## config.mk

```make
export PLATFORM = sky130hd
export DESIGN_NAME = tirot_seq
export DESIGN_NICKNAME = d
export VERILOG_FILES = /design/src/rtl/tirot_pkg.sv /design/src/rtl/tirot_wrap_cnt.sv /design/src/rtl/tirot_decode.sv /design/src/rtl/tirot_seq.sv
export SDC_FILE = /design/constraint.sdc
export NUM_CORES = 1
export LEC_CHECK = 0
export BUFFER_PORTS_ARGS = -buffer_cell sky130_fd_sc_hd__clkbuf_2
export CAP_MARGIN = 20
export CORE_MARGIN = 8
export CORE_UTILIZATION = 47
export DETAILED_ROUTE_END_ITERATION = 8
export HOLD_SLACK_MARGIN = 0.15
export PLACE_DENSITY = 0.7
export RECOVER_POWER = 100
export SLEW_MARGIN = 20
export SYNTH_ARGS = -nofsm -noshare
export SYNTH_HDL_FRONTEND = slang
export SYNTH_SLANG_ARGS = --single-unit
```

## constraint.sdc

```tcl
create_clock -name clk -period 1.3 [get_ports clk]
set_clock_uncertainty 0.05 [all_clocks]
set_input_delay 0.13 -clock clk [delete_from_list [all_inputs] [get_ports clk]]
set_output_delay 0.13 -clock clk [all_outputs]
set_load 0.03 [all_outputs]
```

## src/rtl/tirot_pkg.sv

```systemverilog
package tirot_pkg;
  localparam int unsigned TIROT_DEF_CH = 4;

  // Number of clock cycles in one full rotation schedule.
  function automatic int unsigned sched_len(input int unsigned nch);
    return (nch + 1) * (nch + 1) * nch;
  endfunction
endpackage

```

## src/rtl/tirot_wrap_cnt.sv

```systemverilog
module tirot_wrap_cnt #(
  parameter int unsigned LIMIT = 5,
  localparam int unsigned W = (LIMIT > 2) ? $clog2(LIMIT) : 1
) (
  input  logic         clk,
  input  logic         rst_n,
  input  logic         step,
  output logic [W-1:0] cnt,
  output logic         wrap
);
  logic [W-1:0] cnt_nxt;
  logic         at_top;

  assign at_top = (cnt == W'(LIMIT - 1));
  assign wrap   = step && at_top;

  always_comb begin
    cnt_nxt = cnt;
    if (step) begin
      if (at_top) cnt_nxt = '0;
      else        cnt_nxt = cnt + W'(1);
    end
  end

  always_ff @(posedge clk or negedge rst_n) begin
    if (!rst_n)    cnt <= '0;
    else if (step) cnt <= cnt_nxt;
  end
endmodule

```

## src/rtl/tirot_decode.sv

```systemverilog
module tirot_decode #(
  parameter int unsigned NCH = 4,
  localparam int unsigned NTOT = NCH + 1,
  localparam int unsigned CW = (NCH > 2) ? $clog2(NCH) : 1,
  localparam int unsigned PW = $clog2(NTOT),
  localparam int unsigned TW = (NCH > 2) ? $clog2(NCH) : 1,
  localparam int unsigned WW = $clog2(NTOT)
) (
  input  logic [CW-1:0]   lane,
  input  logic [PW-1:0]   phase,
  input  logic [TW-1:0]   tone_in_win,
  input  logic [WW-1:0]   win,
  input  logic            pos_zero,
  output logic [NTOT-1:0] cal_route,
  output logic [WW-1:0]   out_sel,
  output logic [NTOT-1:0] samp_strobe,
  output logic            cal_valid,
  output logic            sched_start,
  output logic            win_done
);
  logic lane_is_cal;

  for (genvar i = 0; i < NCH; i++) begin : g_reg
    assign samp_strobe[i] = (lane == CW'(i));
  end
  assign samp_strobe[NCH] = (phase == '0);

  for (genvar i = 0; i < NTOT; i++) begin : g_route
    assign cal_route[i] = (win == WW'(i));
  end

  assign lane_is_cal = (win != WW'(NCH)) && (WW'(lane) == win);
  assign out_sel     = lane_is_cal ? WW'(NCH) : WW'(lane);
  assign cal_valid   = |(samp_strobe & cal_route);
  assign sched_start = pos_zero;
  assign win_done    = (tone_in_win == TW'(NCH - 1)) && (phase == PW'(NTOT - 1));
endmodule

```

## src/rtl/tirot_seq.sv

```systemverilog
module tirot_seq #(
  parameter int unsigned NCH = tirot_pkg::TIROT_DEF_CH,
  localparam int unsigned NTOT = NCH + 1,
  localparam int unsigned WW = $clog2(NTOT)
) (
  input  logic            clk,
  input  logic            rst_n,
  input  logic            en,
  output logic [NTOT-1:0] cal_route,
  output logic [WW-1:0]   out_sel,
  output logic [NTOT-1:0] samp_strobe,
  output logic            cal_valid,
  output logic            sched_start,
  output logic            win_done
);
  localparam int unsigned SLEN = tirot_pkg::sched_len(NCH);
  localparam int unsigned CW = (NCH > 2) ? $clog2(NCH) : 1;
  localparam int unsigned PW = $clog2(NTOT);
  localparam int unsigned SW = $clog2(SLEN);

  logic [CW-1:0] lane;
  logic [PW-1:0] phase;
  logic [CW-1:0] tone_in_win;
  logic [WW-1:0] win;
  logic [SW-1:0] pos;
  logic          lane_wrap, phase_wrap, tone_wrap, win_wrap, pos_wrap;

  // Regular-channel lane: position mod NCH.
  tirot_wrap_cnt #(.LIMIT(NCH)) u_lane (
    .clk(clk), .rst_n(rst_n), .step(en), .cnt(lane), .wrap(lane_wrap));

  // Tone phase: position mod (NCH+1).
  tirot_wrap_cnt #(.LIMIT(NTOT)) u_phase (
    .clk(clk), .rst_n(rst_n), .step(en), .cnt(phase), .wrap(phase_wrap));

  // Tone periods inside a calibration window.
  tirot_wrap_cnt #(.LIMIT(NCH)) u_tone (
    .clk(clk), .rst_n(rst_n), .step(phase_wrap), .cnt(tone_in_win), .wrap(tone_wrap));

  // Calibration window index: the channel being calibrated.
  tirot_wrap_cnt #(.LIMIT(NTOT)) u_win (
    .clk(clk), .rst_n(rst_n), .step(tone_wrap), .cnt(win), .wrap(win_wrap));

  // Full schedule position.
  tirot_wrap_cnt #(.LIMIT(SLEN)) u_pos (
    .clk(clk), .rst_n(rst_n), .step(en), .cnt(pos), .wrap(pos_wrap));

  tirot_decode #(.NCH(NCH)) u_dec (
    .lane(lane), .phase(phase), .tone_in_win(tone_in_win), .win(win),
    .pos_zero(pos == '0),
    .cal_route(cal_route), .out_sel(out_sel), .samp_strobe(samp_strobe),
    .cal_valid(cal_valid), .sched_start(sched_start), .win_done(win_done));

  logic unused_wraps;
  assign unused_wraps = lane_wrap ^ win_wrap ^ pos_wrap;
endmodule

```

---- Yosys cells after proc, flatten, opt, wreduce, memory -nomap -nowiden ----
Index checks and enable logic that the tools add are counted.
storage, ports and cells
  flip-flop bits (word level) ............. 17
  bits of input ports ..................... 3
cells by class
  add/subtract/negate cells ............... 5
  mux-type cells .......................... 6
  eq/ne operators ......................... 12
  bitwise gates (word level) .............. 1
  reduce and logical (&&, ||, !) cells .... 9
operator list
  kind                                                              count
  3-bit 2-to-1 mux                                                  3
  7-bit by 1-bit adder with 7-bit output (second input constant)    1
  7-bit == test (second input constant)                             1
  7-bit zero test                                                   1
  7-bit 2-to-1 mux                                                  1
  3-bit by 1-bit adder with 3-bit output (second input constant)    2
  2-bit == test (second input constant)                             3
  3-bit by 2-bit == test with 1-bit output (second input constant)  2
  3-bit == test (second input constant)                             2
  3-bit zero test                                                   2
  5-bit AND                                                         1
  5-bit OR reduction                                                1
  2-bit by 1-bit adder with 2-bit output (second input constant)    2
  1-bit logical AND                                                 4
  2-bit 2-to-1 mux                                                  2
  2-bit by 3-bit == test with 1-bit output                          1
  3-bit by 1-bit == test with 1-bit output (second input constant)  1
  3-bit inequality test (second input constant)                     1
  2-bit by 1-bit == test with 1-bit output (second input constant)  1
  2-bit zero test                                                   1

---- Depth between registers and ports, before layout ----
Gate-level depths: netlist of run 1.
  depth in word-level cells ............... 3
  depth in mapped cells ................... 5
  gate-level depth less buffers ........... 5

---- Hierarchy ----
A second synthesis of run 1 with hierarchy kept.
unflattened totals
  cell total of the unflattened synthesis .. 108
  area total of the unflattened synthesis .. 1079.8 µm²
modules (own cells, without submodules)
  module                        times used  area an instance (µm²)  cells an instance
  tirot_wrap_cnt (u_pos)        1           356.6                   35
  tirot_wrap_cnt (u_phase ...)  2           168.9                   17
  tirot_wrap_cnt (u_lane ...)   2           101.3                   7
  tirot_decode                  1           162.7                   23
  tirot_seq                     1           20.0                    2

---- Worst setup path before layout of run 1 ----
Ideal clock, no wire load.
  path kind ............................... register -> output
  start ................................... reg u_phase.cnt[0]
  end ..................................... out cal_valid
  arrival time ............................ 2.015 ns
  cell stages (with the launch flop) ...... 6
  path buffers ............................ 0
  path slack .............................. -0.895 ns
  cells stage by stage .................... dfrtp_1 inv_1 ha_1 nor2b_1 mux2i_1 o21ai_0
on the way
  word-level cells in the longest chain between the ends .. 3
RTL lines
  what                    line                  text
  from (decl)             tirot_wrap_cnt.sv:8   output logic [W-1:0] cnt,
  from (signal assigned)  tirot_wrap_cnt.sv:27  else if (step) cnt <= cnt_nxt;
  3-bit zero test         tirot_decode.sv:26    assign samp_strobe[NCH] = (phase == '0);
  via samp_strobe[4]      tirot_seq.sv:11       output logic [NTOT-1:0] samp_strobe,
  5-bit AND               tirot_decode.sv:34    assign cal_valid = |(samp_strobe & cal_route);
  5-bit OR reduction      tirot_decode.sv:34
  to (decl)               tirot_seq.sv:12       output logic cal_valid,
The timed path passes the listed nets, and every way through them passes these cells.

---- Final worst setup path of run 1 ----
  start ................................... reg u_win.cnt[0]
  end ..................................... out out_sel[1]
on the way
  word-level cells in the longest chain between the ends .. 3
RTL lines
  what                                                                                      line                  text
  from (decl)                                                                               tirot_wrap_cnt.sv:8
  from (signal assigned)                                                                    tirot_wrap_cnt.sv:27
  3-bit inequality test / 2-bit by 3-bit == test with 1-bit output (equally long branches)  tirot_decode.sv:32    assign lane_is_cal = (win != WW'(NCH)) && (WW'(lane) == win);
  1-bit logical AND (*)                                                                     tirot_decode.sv:32
  3-bit 2-to-1 mux (*)                                                                      tirot_decode.sv:33    assign out_sel = lane_is_cal ? WW'(NCH) : WW'(lane);
  to (decl)                                                                                 tirot_seq.sv:10       output logic [WW-1:0] out_sel,
Mark *: on every way between the ends. The rest lies on a longest branch, timed or not.

==> results of run 1 <==
==> worst max-delay path: cells and delay by family (launching register included) <==
kind                      cells  cell delay (ns)
buffers and inverters         5             0.71
DFF                           1             0.48
xor gates and xnor gates      1             0.19
and+or+nand+nor               2             0.16
==> how the worst max path moves through the flow <==
stage	slack [ns]	from	depth (start not counted)	endpoint
after detailed placement	-0.28	u_win.cnt[1]$_DFFE_PN0P_	5	cal_valid
after global placement	-0.26	u_win.cnt[1]$_DFFE_PN0P_	5	cal_valid
after CTS	-0.62	u_win.cnt[1]$_DFFE_PN0P_	5	cal_valid
final	-0.74	u_win.cnt[0]$_DFFE_PN0P_	8	out_sel[1]
after floorplan	-0.22	u_win.cnt[0]$_DFFE_PN0P_	4	cal_valid
after global routing	-0.75	u_win.cnt[0]$_DFFE_PN0P_	8	out_sel[1]
==> power by group through the flow <==
stage               sequential [mW]  combinational, mW  clock [mW]
floorplan                     0.875               1.10           0
global placement              0.899               1.55           0
detailed placement            0.909               1.60           0
CTS                           0.930               2.36       0.310
global route                   1.01               3.15       0.341
finish                        0.998               3.02       0.323
==> final cells by class <==
type / count / share of cell area
timing repair buffer: 64 / 0.312
inverter: 13 / 0.0249
sequential: 17 / 0.210
clock buffer: 3 / 0.0109
clock inverter: 1 / 0.00243
multi-input combinational: 82 / 0.422
tap: 28 / 0.0170
==> kinds of logic (layout without fill, tap and decap cells) <==
| group | Yosys count | after routing | synth area share |
|---|---|---|---|
| AOI/OAI and AO/OA | 20 | 20 | 0.123 |
| xor gates and xnor gates | 4 | 4 | 0.0314 |
| adders and majority gates | 14 | 14 | 0.157 |
| buffers and inverters | 20 | 81 | 0.0920 |
| DFF | 17 | 17 | 0.382 |
| muxes | 2 | 2 | 0.0191 |
| and+or+nand+nor | 42 | 42 | 0.195 |
==> through the flow <==
stage / hold WS [ns] / util / std cells
detailed placement: 0.0445 / 0.616 / 176
global route: 0.245 / 0.921 / 208
floorplan: -0.216 / - / 119
global placement: 0.0400 / 0.616 / 176
finish: 0.228 / 0.921 / 208
CTS: 0.178 / 0.795 / 193
==> cells in the mapped netlist, drive strengths merged (2+ instances only) <==
| cell | n |
|---|---|
| dfrtp | 17 |
| ha | 14 |
| nand2 | 14 |
| inv | 13 |
| o21ai | 10 |
| buf | 7 |
| nor2 | 5 |
| nor3 | 5 |
| nand4 | 4 |
| nand3 | 3 |
| nor2b | 3 |
| o31ai | 3 |
| a21o | 2 |
| and3 | 2 |
| and4 | 2 |
| nand2b | 2 |
| xnor2 | 2 |
| xor2 | 2 |
==> state kept, by name, indices dropped and copies added (netlist names) <==
signal	cells
u_pos.cnt	7
u_lane.cnt	2
u_win.cnt	3
u_tone.cnt	2
u_phase.cnt	3
==> routing by layer <==
layer | track usage | share of wire | wire, um | vias up
li1 | - | - | - | 520
met1 | 0.182 | 0.39 | 1790 | 590
met2 | 0.306 | 0.49 | 2260 | 58
met3 | 0.0447 | 0.066 | 304 | 20
met4 | 0.0954 | 0.052 | 238 | 0
met5 | 0 | 0 | 0 | -
==> repair_timing <==
item                                    CTS  global route
resized for setup                        68            55
gates cloned                              0             0
hold endpoints to repair                 17             0
endpoints found under the setup margin   21            23
pin swaps                                 9            11
hold buffers                              1             0
buffers inserted                         13            22
==> impl_results.md, run 1 <==
* Final instance area at 2060 um^2
* Final period util at 1.57
* Most common cell after layout, fill and taps aside: buf_4
* Register area at 433 um^2
* #FFs+latches synth at 17
* Clock tree buffer depth at 2
* Global placement routability congestion at 0.788
* Register clock-pin slew on the reported worst setup and hold paths at around 0.12 ns
* DRT Pass-1 Iters at 4
* Clock share of power at 0.074
* Gr ovfl total at 0
* Pwr Density at 2110 nW/um^2
* Max-slew violations at 0
* Total power at 4.34 mW
* Largest net degree at the start of global routing at 18
* Setup Crit Path Kind: register to primary output
* Slew margin rel. at 0.691
* Post-route minimum period at 2.04 ns
* Fmax at roughly 490 MHz
* Gr usage total at 0.172
* Root Buffer: clkbuf_4
* Crit start category: register
* Vias in the first global route at roughly 1200
* Synthesized instance count at 119
* Seq/Total Area, Yosys at 0.382
* Synth async-reset ratio at 1.00
* Final Hold Fails at 0
* Cell taking the most area after synthesis: dfrtp_1
* VDD IR-drop max at roughly 1.8 mV
* Critical path data required time at 1.12 ns
* Worst skew pair latency at 0.32 ns
* Residual DRC count at 0
* Worst Setup Slack, final at -0.741 ns
* R2R setup slack at -0.38 ns
* CP Capture Type: primary output
* Psw at 1.95 mW
* Die height at ~65 um
* Share of power burned in registers at 0.230
* Synth unique cells at 32
* Synth area leaders: dfrtp_1 38%, ha_1 16%, nand2_1 4.7%, inv_1 4.4%, o21ai_0 3.6%
* Post-synth EDFFs at 0
* Starting density of the core at 0.499
* CTS tree: done
* Pre-CTS WS at -0.283 ns
* Ant. Diodes at 0
* CP max-delay cell: dfrtp_2
* Reg2reg path depth at 9
* Setup tns final at -7.84 ns
* Core area at 2230 um^2
* CP arrival at 1.86 ns
* Num CTS Buffers at 3
* Share of layout cells above drive strength 1 at 0.650
* Initial antenna violation count at 0
* Layout Area Growth over Synthesis at 84.5%
* HPWL after DPL at 1.75 mm
* Top_reg_cell synth: dfrtp_1
* Num Clock Sinks at 17
* Status: finished, violations left
* Rows at 17
* H-tree levels at 1
* I/O pin total at 19
* Measured slew at the worst slew-check pin at roughly 0.46 ns
* Switching share of power at 0.450
* Failing checks: negative setup slack
* Final WL at 4.60 mm
* Worst Path Max Fanout at 4
* Number of max-cap violations at 0
* Leak Pwr at 0.928 nW
* Final net count at 198
* Post-synthesis net count at 136
* Placed Area at 1380 um^2
* Worst hold path type: input port to asynchronous set/reset pin
* Worst R2R Start: u_win.cnt[1]$_DFFE_PN0P_
* Syn avg cell area at 9.37 um^2
* Area of the multi-input gates at 868 um^2
* Synthesis Warnings at 0
* Number of fill cells at 76
* Synthesized cell area at 1110 um^2
* CP max stage delay at 0.48 ns
* Combinational share of power at 0.696
* Die Wd at 64.7 um
* Vias per cell at 5.71
* Critical-path cell list: buf_4, buf_6, buf_6, xor2_2, nor3_2, buf_4, nor2_2, clkbuf_8
* Share of the synthesized area in the top cell type at 0.382
* Commonest non-fill, non-tap cells in the layout: 28 x buf_4, 18 x buf_6, 13 x nand2_1
* R2R Path End: u_win.cnt[0]$_DFFE_PN0P_
* Number of port buffers at 18
* P_int at 2.39 mW
* Via Count at 1188
* Finish-stage setup viols at 27
* RSZ-0062 raised after global routing: yes
* Antenna-violating nets left at 0
* Total die area at between 4000 and 5000 um^2
* First-pass GRT wire length at 5.60 mm
* Initial DRC count at 144
* WL per Instance at 22.1 um
No activity file was read; power rests on OpenSTA's default activity.
==> run 2: changes to the inputs <==
- CORE_ASPECT_RATIO: not set -> 0.75
==> impl_results.md, run 2 (synthesis results as in run 1) <==
* I/O pin total at 19 (unchanged)
* CTS tree: done (unchanged)
* Num CTS Buffers at 3 (unchanged)
* Leak Pwr at 0.932 nW (was 0.928 nW)
* Critical-path cell list: ha_2, ha_4, a222oi_1, o21ai_2, clkbuf_8 (was buf_4, buf_6, buf_6, xor2_2, nor3_2, buf_4, nor2_2, clkbuf_8)
* Number of max-cap violations at 0 (unchanged)
* Ant. Diodes at 0 (unchanged)
* Via Count at 1160 (was 1188)
* Worst Path Max Fanout at 3 (was 4)
* Pwr Density at 2100 nW/um^2 (was 2110 nW/um^2)
* Final WL at 4.71 mm (was 4.60 mm)
* CP max-delay cell: dfrtp_1 (was dfrtp_2)
* Reg2reg path depth at 7 (was 9)
* Die Wd at 72.2 um (was 64.7 um)
* Initial antenna violation count at 0 (unchanged)
* Num Clock Sinks at 17 (unchanged)
* VDD IR-drop max at 1.90 mV (was 1.81 mV)
* Max-slew violations at 0 (unchanged)
* Slew margin rel. at 0.683 (was 0.691)
* Area of the multi-input gates at 825 um^2 (was 868 um^2)
* H-tree levels at 1 (unchanged)
* Starting density of the core at 0.491 (was 0.499)
* Final Hold Fails at 0 (unchanged)
* Die height at 58.2 um (was 64.7 um)
* Failing checks: negative setup slack (unchanged)
* Total die area at 4200 um^2 (was 4190 um^2)
* Number of fill cells at 92 (was 76)
* Commonest non-fill, non-tap cells in the layout: 29 x buf_4, 16 x buf_6, 13 x nand2_1, 13 x dfrtp_1, 11 x buf_8 (was 28 x buf_4, 18 x buf_6, 13 x nand2_1)
* Critical path data required time at 1.12 ns (about the same)
* Finish-stage setup viols at 26 (was 27)
* Fmax at 483 MHz (was 490 MHz)
* DRT Pass-1 Iters at 4 (unchanged)
* Setup Crit Path Kind: register to primary output (unchanged)
* Global placement routability congestion at 0.793 (was 0.788)
* Reg with most FFs: u_pos.cnt (unchanged)
* Antenna-violating nets left at 0 (unchanged)
* RSZ-0062 raised after global routing: yes (unchanged)
* DR WL met3 at 267 um (was 304 um)
* WL per Instance at 22.0 um (was 22.1 um)
* Largest net degree at the start of global routing at 19 (was 18)
* Worst skew pair latency at 0.33 ns (was 0.32 ns)
* Rows at 15 (was 17)
* Vias in the first global route at 1109 (was 1151)
* Gr ovfl total at 0 (unchanged)
* Number of port buffers at 18 (unchanged)
* Worst hold path type: input port to asynchronous set/reset pin (unchanged)
* Residual DRC count at 0 (unchanged)
* Clock tree buffer depth at 2 (unchanged)
* Non-Filler Instances at 214 (was 208)
* Register area at 430 um^2 (was 433 um^2)
* Final net count at 198 (unchanged)
* CP Capture Type: primary output (unchanged)
* Share of layout cells above drive strength 1 at 0.617 (was 0.650)
* CP max stage delay at 0.45 ns (was 0.48 ns)
* HPWL after DPL at 2.00 mm (was 1.75 mm)
* Crit start category: register (unchanged)
* Initial DRC count at 68 (was 144)
* Max reg flops at 7 (unchanged)
* Total power at 4.26 mW (was 4.34 mW)
* Max Used Layer: met4 (unchanged)
* Worst Setup Slack, final at -0.770 ns (was -0.741 ns)
* First-pass GRT wire length at 5.73 mm (was 5.60 mm)
* Measured slew at the worst slew-check pin at 0.475 ns (was 0.464 ns)
* Vias per cell at 5.42 (was 5.71)
* Biggest regs: u_pos.cnt x7, u_phase.cnt x3, u_win.cnt x3 (unchanged)
* Post-route minimum period at 2.07 ns (was 2.04 ns)
* Layout Area Growth over Synthesis at 81.6% (was 84.5%)
* Most common cell after layout, fill and taps aside: buf_4 (unchanged)
* Status: finished, violations left (unchanged)
* Gr usage total at 0.183 (was 0.172)
* Root Buffer: clkbuf_4 (unchanged)
* WL met1 at 1.90 mm (was 1.79 mm)
* Dpl cells at 181 (was 176)
* Met2 WL post-DR at 2.35 mm (was 2.26 mm)
* Final period util at 1.59 (was 1.57)
* CP arrival at 1.89 ns (was 1.86 ns)
* Register clock-pin slew on the reported worst setup and hold paths at 0.13 ns (was 0.12 ns)
* Core area at 2270 um^2 (was 2230 um^2)
## run 2: changes by cell type in the layout (fill, tap and decap cells not counted), sizes merged
cell	change
clkbuf	-1
dlygate4sd3	+1
## run 2: layout make-up
class                           count  share of cell area
Inverter                           13              0.0253
Timing Repair Buffer               64               0.320
Multi-Input combinational cell     82               0.407
Clock buffer                        3              0.0111
Sequential cell                    17               0.213
Clock inverter                      1             0.00247
Tap cell                           34              0.0210
## run 2: path summary, 6_finish.rpt
| kind | startpoint | to | slack [ns] |
|---|---|---|---|
| min | rst_n | u_tone.cnt[1]$_DFFE_PN0P_ | 0.22 |
| max in group asynchronous | rst_n | u_lane.cnt[0]$_DFFE_PN0P_ | 0.59 |
| min in group clk | u_tone.cnt[1]$_DFFE_PN0P_ | u_tone.cnt[1]$_DFFE_PN0P_ | 0.51 |
| max | u_win.cnt[0]$_DFFE_PN0P_ | cal_valid | -0.77 |
| max reg2reg | u_phase.cnt[0]$_DFFE_PN0P_ | u_win.cnt[1]$_DFFE_PN0P_ | -0.24 |
| min reg2reg | u_tone.cnt[1]$_DFFE_PN0P_ | u_tone.cnt[1]$_DFFE_PN0P_ | 0.51 |
## run 2: worst max-delay path: cells and delay by family, from the launching register on
kind,cells,cell delay (ns)
buffers and inverters,1,0.18
flip-flops,1,0.45
AO/OA/AOI/OAI,2,0.54
adder cells (fa/ha/maj),2,0.39
## run 2: timing repair
item                                   in CTS  in global routing
gates resized for setup                    66                 58
endpoints found under the hold margin      19                  0
setup endpoints to repair                  21                 26
setup buffers                              17                 15
pin swaps                                   6                 12
hold buffers                                2                  0
## run 2: metrics by stage
stage           util  hold WS [ns]  setup slack [ns]  cell area (um^2)  TNS (ns)
2_1_floorplan      -        -0.216            -0.222              1170    -0.222
3_3_place_gp   0.606        0.0309            -0.252              1380    -0.886
3_5_place_dp   0.606        0.0373            -0.398              1380     -1.26
4_1_cts        0.794         0.232            -0.737              1800     -5.63
5_1_grt        0.891         0.266            -0.803              2020     -8.25
6_report       0.891         0.223            -0.770              2020     -7.19
## run 2: per-layer routing
metal  vias up  track usage
li1        528            -
met1       570        0.198
met2        45        0.318
met3        17       0.0430
met4         0        0.107
met5         -            0
## run 2: where the power goes
group          internal, mW  switching (mW)
logic                  1.53            1.43
registers             0.710           0.270
clock network         0.115           0.202
total                  2.35            1.91
